--- src/rtl/cwb_pkg.sv ---
package cwb_pkg;
  parameter int unsigned EntryCnt = 4;
  parameter int unsigned BlkWords = 4;
  localparam int unsigned PtrW = (EntryCnt > 1) ? $clog2(EntryCnt) : 1;

  typedef logic [PtrW-1:0] ptr_t;

  typedef struct packed {
    logic alloc;
    logic merge;
    ptr_t wrIdx;
    logic pop;
    ptr_t headIdx;
  } strobe_t;
endpackage

--- src/rtl/cwb_ctrl.sv ---
module cwb_ctrl
  import cwb_pkg::*;
(
  input  logic                clk,
  input  logic                rstN,
  input  logic                wrValid,
  input  logic                wrNoMerge,
  input  logic                memReady,
  input  logic [EntryCnt-1:0] blkMatch,
  output strobe_t             strb,
  output logic                wrStall,
  output logic                memValid
);
  localparam int unsigned CntW = $clog2(EntryCnt + 1);

  ptr_t                headPtr;
  ptr_t                tailPtr;
  logic [CntW-1:0]     fill;
  logic [EntryCnt-1:0] occ;
  logic [EntryCnt-1:0] mergeable;
  logic [EntryCnt-1:0] allocBit;
  logic [EntryCnt-1:0] popBit;
  ptr_t                hitIdx;
  logic                canMerge;
  logic                full;

  function automatic ptr_t bump(input ptr_t p);
    return (p == ptr_t'(EntryCnt - 1)) ? '0 : p + 1'b1;
  endfunction

  // candidate entries: same block, occupied, not the one on the memory port
  always_comb begin
    mergeable = blkMatch & occ;
    mergeable[headPtr] = 1'b0;
    hitIdx = '0;
    for (int i = EntryCnt - 1; i >= 0; i--) begin
      if (mergeable[i]) hitIdx = ptr_t'(i);
    end
  end

  assign canMerge = wrValid && !wrNoMerge && (|mergeable);
  assign full     = (fill == CntW'(EntryCnt));
  assign memValid = (fill != '0);
  assign wrStall  = wrValid && !canMerge && full;

  assign strb.merge   = canMerge;
  assign strb.alloc   = wrValid && !canMerge && !full;
  assign strb.wrIdx   = canMerge ? hitIdx : tailPtr;
  assign strb.pop     = memValid && memReady;
  assign strb.headIdx = headPtr;

  assign allocBit = strb.alloc ? (EntryCnt'(1) << tailPtr) : '0;
  assign popBit   = strb.pop   ? (EntryCnt'(1) << headPtr) : '0;

  always_ff @(posedge clk or negedge rstN) begin
    if (!rstN) begin
      headPtr <= '0;
      tailPtr <= '0;
      fill    <= '0;
      occ     <= '0;
    end else begin
      if (strb.alloc) tailPtr <= bump(tailPtr);
      if (strb.pop)   headPtr <= bump(headPtr);
      occ <= (occ | allocBit) & ~popBit;
      case ({strb.alloc, strb.pop})
        2'b10:   fill <= fill + 1'b1;
        2'b01:   fill <= fill - 1'b1;
        default: fill <= fill;
      endcase
    end
  end


  merge_unique_chk: assert property (@(posedge clk) disable iff (!rstN)
    $onehot0(mergeable));


  stall_full_chk: assert property (@(posedge clk) disable iff (!rstN)
    wrStall |-> ($countones(occ) == EntryCnt));


  occ_count_chk: assert property (@(posedge clk) disable iff (!rstN)
    $countones(occ) == int'(fill));


  offer_hold_chk: assert property (@(posedge clk) disable iff (!rstN)
    (memValid && !memReady) |=> (memValid && headPtr == $past(headPtr)));
endmodule

--- src/rtl/cwb_data.sv ---
module cwb_data
  import cwb_pkg::*;
#(
  parameter int unsigned AddrW = 32,
  parameter int unsigned DataW = 64
) (
  input  logic                      clk,
  input  logic                      rstN,
  input  strobe_t                   strb,
  input  logic [AddrW-1:0]          wrAddr,
  input  logic [DataW-1:0]          wrData,
  input  logic                      wrNoMerge,
  output logic [EntryCnt-1:0]       blkMatch,
  output logic [AddrW-1:0]          memAddr,
  output logic [BlkWords*DataW-1:0] memData,
  output logic [BlkWords-1:0]       memMask
);
  localparam int unsigned OffW  = $clog2(DataW / 8);
  localparam int unsigned WordW = $clog2(BlkWords);
  localparam int unsigned BlkW  = AddrW - OffW - WordW;

  logic [BlkW-1:0]     entBlk  [EntryCnt];
  logic [DataW-1:0]    entWord [EntryCnt][BlkWords];
  logic [BlkWords-1:0] entMask [EntryCnt];
  logic [EntryCnt-1:0] entIo;

  logic [BlkW-1:0]  inBlk;
  logic [WordW-1:0] inWord;

  assign inBlk  = wrAddr[AddrW-1 -: BlkW];
  assign inWord = wrAddr[OffW +: WordW];

  always_ff @(posedge clk or negedge rstN) begin
    if (!rstN) begin
      for (int i = 0; i < EntryCnt; i++) begin
        entBlk[i]  <= '0;
        entMask[i] <= '0;
        for (int w = 0; w < BlkWords; w++) entWord[i][w] <= '0;
      end
      entIo <= '0;
    end else if (strb.alloc || strb.merge) begin
      entWord[strb.wrIdx][inWord] <= wrData;
      if (strb.alloc) begin
        entBlk[strb.wrIdx]  <= inBlk;
        entIo[strb.wrIdx]   <= wrNoMerge;
        entMask[strb.wrIdx] <= BlkWords'(1) << inWord;
      end else begin
        entMask[strb.wrIdx][inWord] <= 1'b1;
      end
    end
  end

  generate
    for (genvar i = 0; i < EntryCnt; i++) begin : g_match
      assign blkMatch[i] = (entBlk[i] == inBlk) && !entIo[i];
    end
    for (genvar w = 0; w < BlkWords; w++) begin : g_word
      assign memData[w*DataW +: DataW] = entWord[strb.headIdx][w];
    end
  endgenerate

  assign memAddr = {entBlk[strb.headIdx], {(OffW + WordW){1'b0}}};
  assign memMask = entMask[strb.headIdx];


  io_merge_chk: assert property (@(posedge clk) disable iff (!rstN)
    strb.merge |-> !entIo[strb.wrIdx]);
endmodule

--- src/rtl/coalesce_wbuf.sv ---
module coalesce_wbuf
  import cwb_pkg::*;
#(
  parameter int unsigned AddrW = 32,
  parameter int unsigned DataW = 64
) (
  input  logic                      clk,
  input  logic                      rstN,
  input  logic                      wrValid,
  input  logic [AddrW-1:0]          wrAddr,
  input  logic [DataW-1:0]          wrData,
  input  logic                      wrNoMerge,
  output logic                      wrStall,
  output logic                      memValid,
  input  logic                      memReady,
  output logic [AddrW-1:0]          memAddr,
  output logic [BlkWords*DataW-1:0] memData,
  output logic [BlkWords-1:0]       memMask
);
  strobe_t             strb;
  logic [EntryCnt-1:0] blkMatch;

  cwb_ctrl u_ctrl (
    .clk      (clk),
    .rstN     (rstN),
    .wrValid  (wrValid),
    .wrNoMerge(wrNoMerge),
    .memReady (memReady),
    .blkMatch (blkMatch),
    .strb     (strb),
    .wrStall  (wrStall),
    .memValid (memValid)
  );

  cwb_data #(.AddrW(AddrW), .DataW(DataW)) u_data (
    .clk      (clk),
    .rstN     (rstN),
    .strb     (strb),
    .wrAddr   (wrAddr),
    .wrData   (wrData),
    .wrNoMerge(wrNoMerge),
    .blkMatch (blkMatch),
    .memAddr  (memAddr),
    .memData  (memData),
    .memMask  (memMask)
  );


  head_stable_chk: assert property (@(posedge clk) disable iff (!rstN)
    (memValid && !memReady) |=>
      ($stable(memAddr) && $stable(memMask) && $stable(memData)));


  mask_nonempty_chk: assert property (@(posedge clk) disable iff (!rstN)
    memValid |-> (memMask != '0));
endmodule

--- config.mk ---
export PLATFORM = sky130hd
export DESIGN_NAME = coalesce_wbuf
export DESIGN_NICKNAME = d
export VERILOG_FILES = /design/src/rtl/cwb_pkg.sv /design/src/rtl/cwb_ctrl.sv /design/src/rtl/cwb_data.sv /design/src/rtl/coalesce_wbuf.sv
export SDC_FILE = /design/constraint.sdc
export NUM_CORES = 2
export LEC_CHECK = 0
export ABC_AREA = 1
export BUFFER_PORTS_ARGS = -buffer_cell sky130_fd_sc_hd__buf_2
export CORE_MARGIN = 5
export CORE_UTILIZATION = 40
export DETAILED_ROUTE_END_ITERATION = 6
export SETUP_SLACK_MARGIN = 0.05
export SLEW_MARGIN = 40
export SYNTH_ARGS = -nofsm -noshare
export SYNTH_HDL_FRONTEND = slang
export SYNTH_HIERARCHICAL = 1
export SYNTH_SLANG_ARGS = --single-unit
--- constraint.sdc ---
create_clock -name clk -period 3.4 [get_ports clk]
set_input_delay 0.17 -clock clk [delete_from_list [all_inputs] [get_ports clk]]
set_output_delay 0.17 -clock clk [all_outputs]
set_load 0.02 [all_outputs]
==> run_results.csv <==
group,metric,value,unit
yosys,yosys_warnings,6,
yosys,synthArstFlopShare,1.00,
global_routing,grt_max_degree,171,
cts,cts_buffers,135,
sta,fin_crit,3.29,ns
sta,slew_headroom,0.379,
setup_path,cp.required,4.02,ns
run_status,status,"finished, final reports clean",
setup_path,cp_slowest_cell,"dfrtp_1",
cts,htree_levels,4,
setup_path,r2r_cells,20,
setup_path,reg2reg_to,"u_data/entWord[752]",
yosys,yosysMostFrequentCell,"o21ai_0",
drt,finalWirelength,169,mm
final_layout,final-instance-count-excl-fill,8239,
final_layout,regArea,29100,um^2
yosys,synth_area_leader_cell,"dfrtp_1",
final_layout,nets,6582,
drt,drc,0,
floorplanning,fp.dieW,369,um
drt,first_pass_iters,6,
cts,clockBufferDepth,3,
placed_design,hpwl,99.8,mm
drt,via_per_inst,5.38,
setup_path,critPathCaptureType,"register",
setup_path,reg2reg_setup_slack,0.11,ns
sta,min_period_over_period,0.968,
yosys,synth_area,51500,um^2
cts,cts_tree,"yes",
sta,worst_slew_pin_slew,0.928,ns
setup_path,worst-path-max-fanout,6,
yosys,synth_cell_types,33,
setup_path,worstPathArrival,3.91,ns
global_routing,grt_overflow,0,
yosys,synth_edf_count,0,
final_layout,drive_gt1_frac,0.143,
setup_path,cp_cell_sequence,"xnor2_1 -> nand2_1 -> nor2_1 -> nand3_1 -> nor2_2 -> nand2_1 -> nor2_2 -> nor2_2 -> nand2_2 -> nand2_4 -> o31ai_4 -> inv_1 -> or2_4 -> nor2_4 -> buf_6 -> nand2_8 -> buf_16 -> clkbuf_16 -> nand2_1 -> o21ai_1",
floorplanning,fp.dieH,369,um
setup_path,path_class,"reg2reg",
sta,setup_violations,0,
yosys,synth_seq_cells,1163,
floorplanning,core_region_area,128000,um^2
yosys,syn_area_per_cell,8.36,um^2
cts,clk_latency,0.78,ns
global_routing,grt_pass1_vias,41700,
yosys,seq_area_frac_synth,0.565,
cts,cts.root.buffer_cell,"clkbuf_16",
min_path,hold_class,"in2async",
global_routing,track_usage,0.235,
sta,final-max-slew-violation-count,0,
sta,grt_setup_unrepaired,"yes",
sta,fin_worst_skew,0.0245,ns
placed_design,portBuffers,386,
drt,drt_iter0_drc,3917,
floorplanning,io_pins,395,
setup_path,critPathMaxStageDelay,0.40,ns
yosys,synthTopCellsByArea,"dfrtp_1 57%, o21ai_0 16%, nand2_1 11%",
yosys,postSynthCellCount,6159,
floorplanning,initial_utilization,0.403,
drt,vias,44300,
power_and_ir_drop,p_per_area,1070,nW/um^2
global_routing,grt_pass1_wl,251,mm
setup_path,critical_path_buf_inv_count,4,
final_layout,multiInputGateArea,19600,um^2
setup_path,startpoint_type,"register",
final_layout,synthToLayoutAreaGrowth,20.6,%
sta,fmax,304,MHz
setup_path,crit_family,"simple AND/OR/NAND/NOR gates",
yosys,netlist.area_leader.share,0.565,
cts,clk_pin_slew_worst_paths,0.06,ns
power_and_ir_drop,p_total,66.7,mW
drt,ant_nets,0,
final_layout,nFillCells,12300,
power_and_ir_drop,p_leak,29.7,nW
power_and_ir_drop,irDropWorstVdd,0.920,mV
yosys,synth_common_cells,"1630 x o21ai_0, 1533 x nand2_1, 1163 x dfrtp_1, 600 x nor2_1, 323 x clkbuf_1",
drt,wl_per_cell,20.5,um
yosys,ys.flop_type,"dfrtp_1",
placed_design,dp.cells,7858,
global_routing,antenna_found_initial,9,
cts,cts.sinks,1163,
floorplanning,num_rows,131,
floorplanning,die-area,136000,um^2
setup_path,timing.rr.start,"u_data/entBlk[102]",
sta,hold_viol,0,
placed_design,gp_congestion,0.838,
run,maxCapViolCount,0,
[registers in the layout, indices dropped and copies added (netlist names)]
signal and flops:
u_data/entIo 4, u_ctrl/fill 3, u_ctrl/headPtr 2, u_ctrl/tailPtr 2, u_ctrl/occ 4, u_data/entMask 16, u_data/entBlk 108, u_data/entWord 1024
[report_power, final]
group,leakage (nW),switching [mW],total [mW],internal [mW]
logic,12.7,19.4,28.9,9.49
clock network,2.19,6.02,14.7,8.66
registers,14.8,3.26,23.2,19.9
total,29.7,28.7,66.7,38.1
[worst reg2reg max path, stage by stage, from the launching register on]
cell and delay [ns]:
dfrtp_1 0.40, xnor2_1 0.27, nand2_1 0.14, nor2_1 0.11
nand3_1 0.10, nor2_2 0.16, nand2_1 0.08, nor2_2 0.11
nor2_2 0.05, nand2_2 0.08, nand2_4 0.08, o31ai_4 0.28
inv_1 0.10, or2_4 0.27, nor2_4 0.14, buf_6 0.15
nand2_8 0.07, buf_16 0.22, clkbuf_16 0.21, nand2_1 0.06
o21ai_1 0.06
[per-layer routing]
metal | up-vias | GRT usage | routed length, um
met5 | - | 0 | 0
met4 | 0 | 0.0782 | 4950
met3 | 248 | 0.0415 | 11800
met2 | 1550 | 0.367 | 75900
met1 | 21600 | 0.332 | 76000
li1 | 21000 | - | -
[worst max path at each step]
stage                            start             endpoint  slack [ns]  cells past startpoint
floorplan                    wrAddr[8]  u_data/entWord[659]        0.64                     23
global placement            wrAddr[17]  u_data/entWord[864]       -0.09                     23
detailed placement          wrAddr[18]  u_data/entWord[874]       -0.13                     23
CTS                  u_ctrl/headPtr[0]         memData[248]        0.06                      5
global route         u_data/entBlk[80]  u_data/entWord[745]       0.003                     23
finish              u_data/entBlk[102]  u_data/entWord[752]        0.11                     20
[cells in the final DEF (no fill, tap or decap), drive strengths merged]
cell type       n
nand4           4
o21ai        1698
buf           592
fa              1
nor2          611
o22ai         261
xnor2          11
clkinvlp        3
conb            5
bufinv          8
clkinv         21
dfrtp        1163
diode           3
nand2        1541
clkbuf        209
dlygate4sd3    99
or2             1
ha              9
o31ai           1
inv           239
a21oi          82
nand3          12
xor2            1
nor3            2
[repair_timing]
item	4_1_cts	5_1_grt
pin swaps	0	21
buffers inserted	0	20
hold buffers	100	0
gates cloned	1	18
endpoints found under the setup margin	379	942
gates resized for setup	13	160
hold endpoints to repair	2106	0
[logic make-up (layout without fill, tap and decap cells)]
group                    count (synthesis)  in the layout  synth area share
AND/OR/NAND/NOR                       2171           2171             0.160
AO/OA/AOI/OAI                         2042           2042             0.205
flip-flops                            1163           1163             0.565
buffers and inverters                  760           1171            0.0645
XOR/XNOR                                12             12           0.00204
adder cells (fa/ha/maj)                 10             10           0.00258
other                                    1              8         0.0000728
[per-stage QoR]
step	utilization	TNS [ns]	worst slack (ns)	hold slack (ns)	instance area, um^2
global placement	0.435	-6.41	-0.0896	0.378	55500
CTS	0.479	0	0.0558	0.0332	61200
global route	0.486	0	0.00334	0.0824	62100
detailed placement	0.435	-9.40	-0.132	0.0797	55600
floorplan	-	0	0.643	-0.126	51500
finish	0.486	0	0.108	0.105	62100
[area by class of cell]
class / count / share of cell area
Clock buffer: 199 / 0.0631
Tap cell: 1662 / 0.0335
Clock inverter: 41 / 0.00895
Timing Repair Buffer: 701 / 0.0963
Sequential cell: 1163 / 0.469
Multi-Input combinational cell: 4240 / 0.315
Antenna cell: 3 / 0.000121
Inverter: 230 / 0.0144
(Power assumes the default switching activity.)
